$ cat src/rtl/lx_pkg.sv
// Package lx_pkg
// Shared sizes for the lane extract unit. Assumes dword (32-bit) granularity
// for all enables and that the chunk never exceeds two lanes.
package lx_pkg;
    localparam int DWORD_W  = 32;
    localparam int LANE_W   = 128;
    localparam int LANE_DW  = LANE_W / DWORD_W;
    localparam int CHUNK_DW = 2 * LANE_DW;
    localparam int CHUNK_W  = CHUNK_DW * DWORD_W;
endpackage

$ cat src/rtl/lx_chunk_sel.sv
// Module lx_chunk_sel
// Picks one or two adjacent 128-bit lanes from the source vector.
// Assumes lane_idx is even whenever wide is set, so lane_idx+1 exists.
module lx_chunk_sel
    import lx_pkg::*;
#(
    parameter int MAX_VW = 512,
    localparam int NLANE = MAX_VW / LANE_W,
    localparam int LIDX_W = (NLANE > 1) ? $clog2(NLANE) : 1
) (
    input  logic [MAX_VW-1:0]  src_vec,
    input  logic [LIDX_W-1:0]  lane_idx,
    input  logic               wide,
    output logic [CHUNK_W-1:0] chunk
);
    logic [LANE_W-1:0] lanes [NLANE];

    // Split the source into lanes.
    for (genvar k = 0; k < NLANE; k++) begin : g_lane
        assign lanes[k] = src_vec[k*LANE_W +: LANE_W];
    end

    // Mux the low lane and, for wide chunks, the lane above it.
    always_comb begin
        chunk = '0;
        for (int k = 0; k < NLANE; k++) begin
            if (LIDX_W'(k) == lane_idx) begin
                chunk[LANE_W-1:0] = lanes[k];
            end
            if (wide && (LIDX_W'(k) == (lane_idx | LIDX_W'(1)))) begin
                chunk[CHUNK_W-1:LANE_W] = lanes[k];
            end
        end
    end
endmodule

$ cat src/rtl/lx_elem_mask.sv
// Module lx_elem_mask
// Expands the element write mask into per-dword take and in-chunk flags.
// Assumes an 8-bit mask is enough for the largest element count (8 dwords).
module lx_elem_mask
    import lx_pkg::*;
#(
    parameter int MASK_W = 8
) (
    input  logic [MASK_W-1:0]   wmask,
    input  logic                mask_en,
    input  logic                elem_64,
    input  logic                wide,
    output logic [CHUNK_DW-1:0] in_chunk,
    output logic [CHUNK_DW-1:0] take
);
    for (genvar d = 0; d < CHUNK_DW; d++) begin : g_dw
        logic mbit;
        // Choose the mask bit that owns this dword for the element size.
        always_comb begin
            mbit = elem_64 ? wmask[d/2] : wmask[d];
        end
        // Dword lies inside the chunk and is taken from the source or not.
        always_comb begin
            in_chunk[d] = (d < LANE_DW) || wide;
            take[d]     = in_chunk[d] && (!mask_en || mbit);
        end
    end
endmodule

$ cat src/rtl/lx_merge.sv
// Module lx_merge
// Builds the new destination and per-dword write enables from the chunk.
// Assumes dwords at or above CHUNK_DW are never part of the chunk.
module lx_merge
    import lx_pkg::*;
#(
    parameter int MAX_VW = 512,
    localparam int NDW = MAX_VW / DWORD_W
) (
    input  logic [CHUNK_W-1:0]  chunk,
    input  logic [MAX_VW-1:0]   old_dst,
    input  logic [CHUNK_DW-1:0] in_chunk,
    input  logic [CHUNK_DW-1:0] take,
    input  logic                zero_mode,
    input  logic                to_mem,
    output logic [MAX_VW-1:0]   new_dst,
    output logic [NDW-1:0]      we
);
    for (genvar d = 0; d < NDW; d++) begin : g_dw
        logic [DWORD_W-1:0] old_w;
        assign old_w = old_dst[d*DWORD_W +: DWORD_W];
        if (d < CHUNK_DW) begin : g_in
            // Chunk dword: source, old value or zero.
            always_comb begin
                if (take[d]) begin
                    new_dst[d*DWORD_W +: DWORD_W] = chunk[d*DWORD_W +: DWORD_W];
                end else if (in_chunk[d] && !to_mem && zero_mode) begin
                    new_dst[d*DWORD_W +: DWORD_W] = '0;
                end else if (in_chunk[d] || to_mem) begin
                    new_dst[d*DWORD_W +: DWORD_W] = old_w;
                end else begin
                    new_dst[d*DWORD_W +: DWORD_W] = '0;
                end
                we[d] = to_mem ? take[d] : 1'b1;
            end
        end else begin : g_up
            // Dword above any chunk: cleared in a register, kept in memory.
            always_comb begin
                new_dst[d*DWORD_W +: DWORD_W] = to_mem ? old_w : '0;
                we[d] = !to_mem;
            end
        end
    end
endmodule

$ cat src/rtl/lx_legal.sv
// Module lx_legal
// Flags encodings that must not update the destination.
// Assumes the reserved specifier must read all ones.
module lx_legal (
    input  logic [3:0] xreg_field,
    input  logic       legacy_form,
    input  logic       legacy_len,
    input  logic       wide,
    input  logic       vlen_512,
    output logic       illegal
);
    // Combine the three rejection rules.
    always_comb begin
        illegal = (xreg_field != 4'b1111)
               || (legacy_form && !legacy_len)
               || (wide && !vlen_512);
    end
endmodule

$ cat src/rtl/lx_extract_unit.sv
// Module lx_extract_unit
// Masked chunk extract with one register stage. Assumes a 512-bit maximum
// vector width by default, 128-bit lanes and an 8-bit element mask.
module lx_extract_unit
    import lx_pkg::*;
#(
    parameter int MAX_VW = 512,
    parameter int MASK_W = 8,
    localparam int NDW = MAX_VW / DWORD_W,
    localparam int NLANE = MAX_VW / LANE_W,
    localparam int LIDX_W = (NLANE > 1) ? $clog2(NLANE) : 1
) (
    input  logic              clk,
    input  logic              rst_n,
    input  logic              in_valid,
    input  logic [MAX_VW-1:0] src_vec,
    input  logic [MAX_VW-1:0] old_dst,
    input  logic [MASK_W-1:0] wmask,
    input  logic [7:0]        imm,
    input  logic              vlen_512,
    input  logic              chunk_256,
    input  logic              elem_64,
    input  logic              mask_en,
    input  logic              zero_mode,
    input  logic              to_mem,
    input  logic              legacy_form,
    input  logic              legacy_len,
    input  logic [3:0]        xreg_field,
    output logic              out_valid,
    output logic [MAX_VW-1:0] dst_out,
    output logic [NDW-1:0]    dword_we,
    output logic              illegal
);
    logic                eff_vlen, eff_wide, eff_mask_en;
    logic [LIDX_W-1:0]   lane_idx;
    logic [CHUNK_W-1:0]  chunk;
    logic [CHUNK_DW-1:0] in_chunk, take;
    logic [MAX_VW-1:0]   new_dst;
    logic [NDW-1:0]      we;
    logic                bad;
    logic                unused_imm_hi;

    assign unused_imm_hi = ^imm[7:2];

    // Legacy form overrides the mode inputs.
    always_comb begin
        eff_vlen    = legacy_form ? 1'b0 : vlen_512;
        eff_wide    = legacy_form ? 1'b0 : chunk_256;
        eff_mask_en = legacy_form ? 1'b0 : mask_en;
    end

    // Lane index from the immediate for the chunk size and source width.
    always_comb begin
        if (eff_wide) begin
            lane_idx = LIDX_W'({imm[0], 1'b0});
        end else if (eff_vlen) begin
            lane_idx = LIDX_W'(imm[1:0]);
        end else begin
            lane_idx = LIDX_W'(imm[0]);
        end
    end

    lx_chunk_sel #(.MAX_VW(MAX_VW)) u_sel (
        .src_vec (src_vec),
        .lane_idx(lane_idx),
        .wide    (eff_wide),
        .chunk   (chunk)
    );

    lx_elem_mask #(.MASK_W(MASK_W)) u_mask (
        .wmask   (wmask),
        .mask_en (eff_mask_en),
        .elem_64 (elem_64),
        .wide    (eff_wide),
        .in_chunk(in_chunk),
        .take    (take)
    );

    lx_merge #(.MAX_VW(MAX_VW)) u_merge (
        .chunk    (chunk),
        .old_dst  (old_dst),
        .in_chunk (in_chunk),
        .take     (take),
        .zero_mode(zero_mode),
        .to_mem   (to_mem),
        .new_dst  (new_dst),
        .we       (we)
    );

    lx_legal u_legal (
        .xreg_field (xreg_field),
        .legacy_form(legacy_form),
        .legacy_len (legacy_len),
        .wide       (eff_wide),
        .vlen_512   (eff_vlen),
        .illegal    (bad)
    );

    // Result register with valid; illegal requests pass old_dst unchanged.
    always_ff @(posedge clk) begin
        if (!rst_n) begin
            out_valid <= 1'b0;
            dst_out   <= '0;
            dword_we  <= '0;
            illegal   <= 1'b0;
        end else begin
            out_valid <= in_valid;
            if (in_valid) begin
                dst_out  <= bad ? old_dst : new_dst;
                dword_we <= bad ? '0 : we;
                illegal  <= bad;
            end
        end
    end
endmodule

$ cat config.mk
export PLATFORM = sky130hd
export DESIGN_NAME = lx_extract_unit
export DESIGN_NICKNAME = d
export VERILOG_FILES = /design/src/rtl/lx_pkg.sv /design/src/rtl/lx_chunk_sel.sv /design/src/rtl/lx_elem_mask.sv /design/src/rtl/lx_merge.sv /design/src/rtl/lx_legal.sv /design/src/rtl/lx_extract_unit.sv
export SDC_FILE = /design/constraint.sdc
export NUM_CORES = 1
export LEC_CHECK = 0
export BUFFER_PORTS_ARGS = -buffer_cell sky130_fd_sc_hd__clkbuf_2
export CORE_AREA = 2 2 613 615
export CTS_CLUSTER_SIZE = 8
export DETAILED_ROUTE_END_ITERATION = 8
export DIE_AREA = 0 0 615 617
export PLACE_DENSITY_LB_ADDON = 0.3
export RECOVER_POWER = 100
export SYNTH_ARGS = -nofsm -noshare
export SYNTH_HDL_FRONTEND = slang
export SYNTH_HIERARCHICAL = 1
export SYNTH_SLANG_ARGS = --single-unit
$ cat constraint.sdc
create_clock -name clk -period 2.63 [get_ports clk]
set_input_delay 0.789 -clock clk [delete_from_list [all_inputs] [get_ports clk]]
set_output_delay 0.789 -clock clk [all_outputs]
set_load 0.1 [all_outputs]
==> results.toml <==
[run_status]
status = "finished, final reports clean"

[synthesis]
postSynthCellCount = 3744
syn_area_um2 = 35200
synth-seq-cells = 530
yosys_warnings = 6
ys_seq_area_share_pct = 30.2
synth_area_per_cell_um2 = 9.39
synth.distinct_cells = 27

[cts]
htree_levels = 3
insertion_delay_ns = 0.74
cts.path.max_buffers = 4
path_clk_slew_ns = 0.06
cts_setup_buffers = 0
cts_hold_buf = 0
cts-resized-gates = 38
cts_tree = "yes"
cts_root_buf = "clkbuf_16"
cts_num_sinks = 530
cts_buffers = 88

[worst_hold_path]
worstHoldStart = "old_dst[431]"
hp-class = "primary input to register"
hold_depth = 3

[grt]
grt_use_total_pct = 14.7
grt_pass1_wl_um = 371000
grt_max_degree = 92
grt-ovfl-total = 0
antenna_found_initial = 244
grt_pass1_vias = 35900

[setup_path]
path_max_fanout = 29
path_cells = "clkbuf_1 -> clkbuf_1 -> nor2b_1 -> inv_1 -> a221o_4 -> clkbuf_4 -> buf_12 -> mux2i_1 -> buf_4 -> a21oi_1"
slowest_delay_ns = 0.69
critPathLaunch = "legacy_form"
start_kind = "primary input"
r2r-start = "dst_out[71]"
r2r_slack_ns = 1.83
path_class = "primary input to register"
cp_top_family = "buffers and inverters"
cp_common_cell = "clkbuf_1"
cp.arrival_ns = 3.25
reg2reg_to = "dst_out[71]"
crit_slowest_cell = "clkbuf_4"
critPathCaptureType = "register"
worstRegToRegCells = 2
worst-path-stages = 10
crit_end = "dst_out[227]"
crit_required_ns = 3.25
worst-path-buf-inv = 6

[cells_and_area]
drive_above_1_share_pct = 40.8
synthToLayoutAreaGrowth_pct = 52.3
fin_area_um2 = 53600
instances_no_fill = 10600
nets = 6510

[floorplan]
start_util_pct = 9.41
die_w_um = 615
core_um2 = 374000
die_h_um = 617
ioPinCount = 1585
core.rowCount = 225
dieArea_um2 = 379000

[power]
p_sw_share_pct = 40.9
power_frac_clock_pct = 36.8
pwr-share-seq_pct = 28.7
p_sw_uw = 12700
power_density_nw_per_um2 = 579
design_power_total_uw = 31000
max-vdd-ir-drop_v = 0.000490
power_frac_comb_pct = 34.4
leakage_uw = 0.0257
internal_power_uw = 18300

[routing]
vias = 37500
drtIter0Drc = 2725
drt-total-wl_um = 292000
final_antenna_net_count = 0
drc = 0
routedWlPerCell_um = 27.6
firstDrtPassIters = 9
routed_via_density = 3.55

[sta]
relSlewSlack_pct = 9.18
clock_skew_ns = 0
tns_ns = 0
tightest_slew_ns = 1.36
finalSetupViolations = 0
rsz0062_at_grt = "false"
fin_crit_ns = 2.63
period_share_pct = 100
drv_slew = 0
clock.fmax_ghz = 0.380
hold_violations = 0

[place]
dp_hpwl_um = 252000
dpl-instance-area_um2 = 51000
port_buffers = 1578
place_congestion = 0.937
dp_cells = 10400

[flow_run]
maxCapViolCount = 0
## worst min-delay path, delay by kind of cell
kind / cells / cell delay, ns
buffers and inverters: 1 / 0.08
muxes: 1 / 0.06
AOI/OAI and AO/OA: 1 / 0.13
## through the flow
step / utilization [%] / hold WS (ns) / worst slack (ns)
6_report: 14.3 / 0.263 / 0.000867
3_5_place_dp: 13.7 / 0.469 / -0.595
4_1_cts: 14.4 / 0.152 / 0.000662
5_1_grt: 14.3 / 0.214 / 0.0122
3_3_place_gp: 13.7 / 0.468 / -0.563
2_1_floorplan: - / 0.917 / 0.0304
## layer usage
layer  track usage, %  up-vias  wire length [µm]
li1                 -    17200                 -
met1             15.6    17900            107000
met2             25.2     1794            141000
met3             6.66      539             30400
met4             5.77      146             12500
met5                0        -               931
## cells in the final DEF (no fill, tap or decap), types with 82 or more instances in the layout
| cell type | instances |
|---|---|
| clkbuf_16 | 91 |
| diode_2 | 84 |
| a21oi_1 | 768 |
| buf_4 | 280 |
| clkbuf_1 | 82 |
| buf_12 | 83 |
| mux2i_1 | 898 |
| o21ai_0 | 490 |
| nor2b_1 | 131 |
| and2_1 | 257 |
| mux4_2 | 128 |
| clkbuf_4 | 85 |
| clkbuf_2 | 1509 |
| dfxtp_1 | 530 |
## cell families (layout without fill, tap and decap cells)
group,count (synthesis),in the layout,synth area share [%]
AOI/OAI and AO/OA,1307,1307,18.9
muxes,1026,1026,33.8
DFF,530,530,30.2
and+or+nand+nor,455,455,8.17
buffers and inverters,425,2164,9.04
other,1,88,0.0107
## layout make-up
class,instances,area [µm²]
timing repair buffer,2038,12300
antenna,84,210
clock inverter,11,181
sequential,530,10600
inverter,5,18.8
clock buffer,110,2430
fill,43100,320000
multi-input combinational,2792,21500
tap,4994,6250
## cells in the mapped netlist, drive strengths merged
| cell type | n | area (µm²) |
|---|---|---|
| a21boi | 23 | 199 |
| a21oi | 769 | 3850 |
| a221o | 1 | 10.0 |
| and2 | 257 | 1610 |
| buf | 269 | 2530 |
| clkbuf | 151 | 628 |
| conb | 1 | 3.75 |
| dfxtp | 530 | 10600 |
| inv | 5 | 18.8 |
| mux2i | 898 | 8990 |
| mux4 | 128 | 2880 |
| nand2 | 2 | 7.51 |
| nand2b | 37 | 262 |
| nand3b | 17 | 128 |
| nand4 | 1 | 6.26 |
| nor2 | 8 | 30.0 |
| nor2b | 133 | 832 |
| o21ai | 514 | 2570 |
## worst min path at each step
stage / end / slack, ns
after floorplan: dword_we[0] / 0.92
after global placement: dword_we[3] / 0.47
after detailed placement: dword_we[13] / 0.47
after CTS: dst_out[431] / 0.15
after global routing: dst_out[391] / 0.21
final: dst_out[431] / 0.26
## power groups by stage
stage / Sequential, µW / Combinational, µW / Clock, µW
2_1_floorplan: 13000 / 2920 / 0
3_3_place_gp: 9060 / 10800 / 0
3_5_place_dp: 9070 / 10800 / 0
4_1_cts: 8900 / 10900 / 11900
5_1_grt: 8960 / 11200 / 12000
6_report: 8910 / 10700 / 11400
## registers in the layout, indices dropped and copies added, names as in the netlist
| name | flops |
|---|---|
| illegal | 1 |
| dword_we | 16 |
| out_valid | 1 |
| dst_out | 512 |
Note: power is estimated with default switching activity, not from simulation.
